**config.mk**
```make
export PLATFORM = sky130hd
export DESIGN_NAME = rf_banked
export DESIGN_NICKNAME = d
export VERILOG_FILES = /design/src/rtl/rf_banked_pkg.sv /design/src/rtl/rf_mode_ctrl.sv /design/src/rtl/rf_half_bank.sv /design/src/rtl/rf_read_sel.sv /design/src/rtl/rf_banked.sv
export SDC_FILE = /design/constraint.sdc
export NUM_CORES = 2
export LEC_CHECK = 0
export BUFFER_PORTS_ARGS = -buffer_cell sky130_fd_sc_hd__clkbuf_2
export CAP_MARGIN = 25
export CELL_PAD_IN_SITES_DETAIL_PLACEMENT = 1
export CELL_PAD_IN_SITES_GLOBAL_PLACEMENT = 1
export CORE_UTILIZATION = 49
export DETAILED_ROUTE_END_ITERATION = 10
export PLACE_DENSITY = 0.86
export SYNTH_ARGS = -nofsm -noshare
export SYNTH_HDL_FRONTEND = slang
export SYNTH_HIERARCHICAL = 1
export SYNTH_SLANG_ARGS = --single-unit
export TNS_END_PERCENT = 20
```
**constraint.sdc**
```tcl
create_clock -name clk -period 2.7 [get_ports clk]
set_input_delay 0.54 -clock clk [delete_from_list [all_inputs] [get_ports clk]]
set_output_delay 0.54 -clock clk [all_outputs]
set_load 0.03 [all_outputs]
```
**src/rtl/rf_banked_pkg.sv**
```systemverilog
package rf_banked_pkg;
    localparam int unsigned HALVES = 2;
    localparam int unsigned SETS   = 2;

    typedef enum logic {
        SET_PRIMARY   = 1'b0,
        SET_ALTERNATE = 1'b1
    } set_sel_e;
endpackage

```
**src/rtl/rf_mode_ctrl.sv**
```systemverilog
module rf_mode_ctrl #(
    parameter int unsigned HALVES = 2
) (
    input  logic              clk,
    input  logic              rst_n,
    input  logic              wr_en,
    input  logic [HALVES-1:0] wr_data,
    output logic [HALVES-1:0] sel_q
);
    typedef struct packed {
        logic [HALVES-1:0] sel;
    } mode_st_t;

    mode_st_t st_d, st_q;

    always_comb begin
        st_d = st_q;
        if (wr_en) begin
            st_d.sel = wr_data;
        end
    end

    always_ff @(posedge clk or negedge rst_n) begin
        if (!rst_n) begin
            st_q <= '0;
        end else begin
            st_q <= st_d;
        end
    end

    assign sel_q = st_q.sel;
endmodule

```
**src/rtl/rf_half_bank.sv**
```systemverilog
module rf_half_bank
    import rf_banked_pkg::*;
#(
    parameter int unsigned DATA_W = 32,
    parameter int unsigned DEPTH  = 8,
    localparam int unsigned IDX_W = $clog2(DEPTH)
) (
    input  logic              clk,
    input  logic              rst_n,
    input  set_sel_e          set_sel,
    input  logic              wr_en,
    input  logic [IDX_W-1:0]  wr_idx,
    input  logic [DATA_W-1:0] wr_data,
    input  logic [IDX_W-1:0]  rd_a_idx,
    input  logic [IDX_W-1:0]  rd_b_idx,
    output logic [DATA_W-1:0] rd_a_data,
    output logic [DATA_W-1:0] rd_b_data
);
    typedef struct packed {
        logic [SETS-1:0][DEPTH-1:0][DATA_W-1:0] store;
    } bank_st_t;

    bank_st_t st_d, st_q;

    always_comb begin
        st_d = st_q;
        if (wr_en) begin
            st_d.store[set_sel][wr_idx] = wr_data;
        end
    end

    always_ff @(posedge clk or negedge rst_n) begin
        if (!rst_n) begin
            st_q <= '0;
        end else begin
            st_q <= st_d;
        end
    end

    assign rd_a_data = st_q.store[set_sel][rd_a_idx];
    assign rd_b_data = st_q.store[set_sel][rd_b_idx];
endmodule

```
**src/rtl/rf_read_sel.sv**
```systemverilog
module rf_read_sel #(
    parameter int unsigned DATA_W = 32,
    parameter int unsigned HALVES = 2,
    localparam int unsigned HS_W  = (HALVES > 1) ? $clog2(HALVES) : 1
) (
    input  logic [HALVES-1:0][DATA_W-1:0] half_data,
    input  logic [HS_W-1:0]               half_idx,
    output logic [DATA_W-1:0]             data_out
);
    always_comb begin
        data_out = '0;
        for (int h = 0; h < HALVES; h++) begin
            if (half_idx == HS_W'(h)) begin
                data_out = half_data[h];
            end
        end
    end
endmodule

```
**src/rtl/rf_banked.sv**
```systemverilog
module rf_banked
    import rf_banked_pkg::*;
#(
    parameter int unsigned DATA_W   = 32,
    parameter int unsigned NUM_REGS = 16
) (
    input  logic                        clk,
    input  logic                        rst_n,
    input  logic                        wr_en,
    input  logic [$clog2(NUM_REGS)-1:0] wr_addr,
    input  logic [DATA_W-1:0]           wr_data,
    input  logic [$clog2(NUM_REGS)-1:0] rd_a_addr,
    output logic [DATA_W-1:0]           rd_a_data,
    input  logic [$clog2(NUM_REGS)-1:0] rd_b_addr,
    output logic [DATA_W-1:0]           rd_b_data,
    input  logic                        sel_wr_en,
    input  logic [HALVES-1:0]           sel_wr_data,
    output logic [HALVES-1:0]           bank_sel
);
    localparam int unsigned ADDR_W     = $clog2(NUM_REGS);
    localparam int unsigned HALF_DEPTH = NUM_REGS / HALVES;
    localparam int unsigned IDX_W      = $clog2(HALF_DEPTH);
    localparam int unsigned HS_W       = ADDR_W - IDX_W;

    logic [HALVES-1:0]             sel_q;
    logic [HALVES-1:0][DATA_W-1:0] half_rd_a;
    logic [HALVES-1:0][DATA_W-1:0] half_rd_b;

    rf_mode_ctrl #(
        .HALVES (HALVES)
    ) u_mode (
        .clk     (clk),
        .rst_n   (rst_n),
        .wr_en   (sel_wr_en),
        .wr_data (sel_wr_data),
        .sel_q   (sel_q)
    );

    for (genvar h = 0; h < HALVES; h++) begin : g_half
        logic     hit_wr;
        set_sel_e set_now;

        assign hit_wr  = wr_en && (wr_addr[ADDR_W-1:IDX_W] == HS_W'(h));
        assign set_now = set_sel_e'(sel_q[h]);

        rf_half_bank #(
            .DATA_W (DATA_W),
            .DEPTH  (HALF_DEPTH)
        ) u_bank (
            .clk       (clk),
            .rst_n     (rst_n),
            .set_sel   (set_now),
            .wr_en     (hit_wr),
            .wr_idx    (wr_addr[IDX_W-1:0]),
            .wr_data   (wr_data),
            .rd_a_idx  (rd_a_addr[IDX_W-1:0]),
            .rd_b_idx  (rd_b_addr[IDX_W-1:0]),
            .rd_a_data (half_rd_a[h]),
            .rd_b_data (half_rd_b[h])
        );
    end

    rf_read_sel #(
        .DATA_W (DATA_W),
        .HALVES (HALVES)
    ) u_sel_a (
        .half_data (half_rd_a),
        .half_idx  (rd_a_addr[ADDR_W-1:IDX_W]),
        .data_out  (rd_a_data)
    );

    rf_read_sel #(
        .DATA_W (DATA_W),
        .HALVES (HALVES)
    ) u_sel_b (
        .half_data (half_rd_b),
        .half_idx  (rd_b_addr[ADDR_W-1:IDX_W]),
        .data_out  (rd_b_data)
    );

    assign bank_sel = sel_q;
endmodule

```
==> impl_metrics.tcl <==
set metrics [dict create \
    final_nets 3918 \
    grt_max_degree 83 \
    syn_area_per_cell_um2 15.2 \
    clk_latency_ps 740 \
    crit_chain "buf_12 -> buf_4 -> mux4_2 -> o22ai_4 -> nor2_1 -> mux2_4 -> buf_8" \
    area_delta_synth_final_pct 20.5 \
    synth_simple_gate_area_frac 0.0158 \
    synthesis.area_um2 54600 \
    finalHoldViolations 0 \
    first_iter_violations 5078 \
    cts_root_buf "clkbuf_16" \
    p_int_mw 36.0 \
    ios 116 \
    max_cap_violations 0 \
    layout_commonest_cell "mux2_2" \
    synth_compound_area_frac 0.0424 \
    synth_cell_types 28 \
    pwr-share-seq 0.417 \
    reg2reg_to "g_half[1].u_bank/st_q[428]" \
    finalPower_mw 53.9 \
    tns_ps -51140 \
    ys_seq_area_frac 0.470 \
    seq_area_um2 25700 \
    vias 42017 \
    gp_congestion 0.878 \
    status "finished, violations left" \
    startpoint "u_mode/sel_q[1]" \
    hold_path.class "in -> reg" \
    whs_ps 66.4 \
    fillers 9784 \
    start_kind "register" \
    synth_seq_cells 1026 \
    synth_top_family_by_area "multiplexers" \
    slowest_delay_ps 630 \
    switching_share 0.332 \
    rsz0062_at_grt "yes" \
    io_buffers 115 \
    clkPwrFrac 0.306 \
    mostFrequentLayoutCells "mux2_2 (1187), dfrtp_1 (1024), mux4_2 (424), buf_4 (234), buf_12 (148)" \
    power.density_nw_per_um2 818 \
    globalRouteOverflowTotal 0 \
    yosysWarnings 6 \
    synth.area.mux_share 0.440 \
    antenna_found_initial 13 \
    grt_pass1_wl_um 339000 \
    clock.fmax_mhz 276 \
    r2r.worst_path.cells 6 \
    die_w_um 336 \
    die-area_um2 113000 \
    crit_required_ps 2160 \
    setup_slack_ps -929 \
    skew_ps 34.0 \
    syn_nets 3656 \
    clockBufferDepth 3 \
    worstMarginPinSlew_ps 928 \
    finalSetupViolations 64 \
    antenna_left 0 \
    drt-total-wl_um 243000 \
    cts_tree "built" \
    comb_power_share 0.277 \
    cts_made_buffers 110 \
    drc 0 \
    place_area_um2 60000 \
    hpwl_um 132000 \
    viasPerCell 7.70 \
    max_slew_margin 0.381 \
    synth_xor_area_frac 0 \
    grt_pass1_vias 45599 \
    maxSlewViolCount 0 \
    clk_pin_slew_ps 60 \
    final_area_um2 65900 \
    dr.pass1.iters 6 \
    netlist_instances 3606 \
    crit_arrival_ps 3090 \
    power_leakage_nw 28.5 \
    min_period_ps 3630 \
    synthAdderAreaFrac 0 \
    htree_levels 3 \
    r2r_slack_ps 30 \
    endpoint "rd_a_data[29]" \
    fp.coreArea_um2 111000 \
    drive_gt1_frac 0.655 \
    reg2reg_from "u_mode/sel_q[1]" \
    hp-start "sel_wr_data[1]" \
    critical_path_class "reg -> out" \
    start_util 0.494 \
    wl_per_cell_um 44.4 \
    p_switching_mw 17.9 \
    rows 122 \
    crit_fanout 7 \
    die_h_um 336 \
    post-route-period-util 1.34 \
    multiInputGateArea_um2 28500 \
    crit_path_end_kind "primary output" \
    worst_path_max_delay_cell "dfrtp_4" \
    clock-sinks 1026 \
    violations "setup timing" \
    grt_util_all_layers 0.420 \
    peakVddDrop_mv 0.611 \
    whs_path_depth 2 \
]
## power by group through the flow
stage                     clock network (mW)  registers [mW]  logic (mW)
after floorplan                            0            20.6        8.81
after global placement                     0            21.1        11.7
after detailed placement                   0            21.9        12.5
after CTS                               16.3            21.9        13.7
after global routing                    17.0            22.6        15.2
final                                   16.5            22.5        14.9
## registers in the layout (all words and copies together) (netlist names)
| register | flops |
|---|---|
| g_half.u_bank/st_q | 1024 |
| u_mode/sel_q | 2 |
## final cells by class
class | instances | share of cell area
Clock inverter | 39 | 0.00775
Antenna cell | 13 | 0.000494
Multi-Input combinational cell | 2216 | 0.432
Timing Repair Buffer | 514 | 0.0918
Tap cell | 1488 | 0.0283
Clock buffer | 164 | 0.0498
Sequential cell | 1026 | 0.390
## metrics by stage
stage	util	setup WS (ps)	instances
floorplan	-	0.0226	3606
global placement	0.542	-426	5205
detailed placement	0.542	-479	5205
CTS	0.587	-800	5423
global route	0.595	-969	5450
finish	0.595	-929	5460
## worst max-delay path, delay by kind of cell, from the launching register on
kind	cells	cell delay [ps]
multiplexers	2	860
flip-flops	1	630
buffers and inverters	3	550
AO/OA/AOI/OAI	1	220
AND/OR/NAND/NOR	1	90
## routing by layer
layer  track usage  wire length [um]  vias up
li1              -                 -    14566
met1         0.485             78800    21882
met2         0.640            110000     4003
met3         0.156             31900     1546
met4         0.314             21900       20
met5             0               263        -
## kinds of logic (layout without fill, tap and decap cells)
family,Yosys count,in the layout
multiplexers,1690,1690
flip-flops,1026,1026
buffers and inverters,364,717
AO/OA/AOI/OAI,344,344
AND/OR/NAND/NOR,182,182
other,0,13
## synth_stat cells
cell type | n | area share
a22oi_1 | 88 | 0.012
and2_1 | 4 | 0.00046
and2_2 | 1 | 0.00014
and2b_2 | 1 | 0.00016
and3_1 | 2 | 0.00023
buf_1 | 24 | 0.0016
buf_12 | 6 | 0.0022
buf_2 | 158 | 0.014
buf_4 | 22 | 0.0030
buf_6 | 2 | 0.00041
clkbuf_1 | 150 | 0.010
clkbuf_2 | 2 | 0.00018
dfrtp_1 | 1026 | 0.47
mux2_1 | 16 | 0.0033
mux2_2 | 1190 | 0.25
mux2_4 | 60 | 0.016
mux4_2 | 424 | 0.17
nand2_1 | 34 | 0.0023
nand2b_1 | 20 | 0.0023
nand3_1 | 2 | 0.00018
nand3b_1 | 8 | 0.0011
nor2_1 | 86 | 0.0059
nor2b_1 | 8 | 0.00092
nor3b_2 | 2 | 0.00046
o22ai_1 | 212 | 0.024
o31ai_1 | 44 | 0.0060
or2_2 | 8 | 0.00092
or3_1 | 6 | 0.00069
## worst min-delay path by stage
stage | slack, ps | endpoint
6_report | 70 | u_mode/sel_q[1]
5_1_grt | 70 | u_mode/sel_q[1]
4_1_cts | 50 | u_mode/sel_q[0]
3_5_place_dp | 510 | g_half[1].u_bank/st_q[349]
3_3_place_gp | 480 | g_half[0].u_bank/st_q[335]
2_1_floorplan | 240 | g_half[0].u_bank/st_q[0]
## timing repair
action | 4_1_cts | 5_1_grt
hold buffers | 1 | 0
pin swaps | 9 | 17
hold endpoints to repair | 20 | 0
gates cloned | 2 | 5
buffers inserted | 12 | 20
resized for setup | 202 | 159
endpoints found under the setup margin | 64 | 64
(Power assumes the default switching activity.)
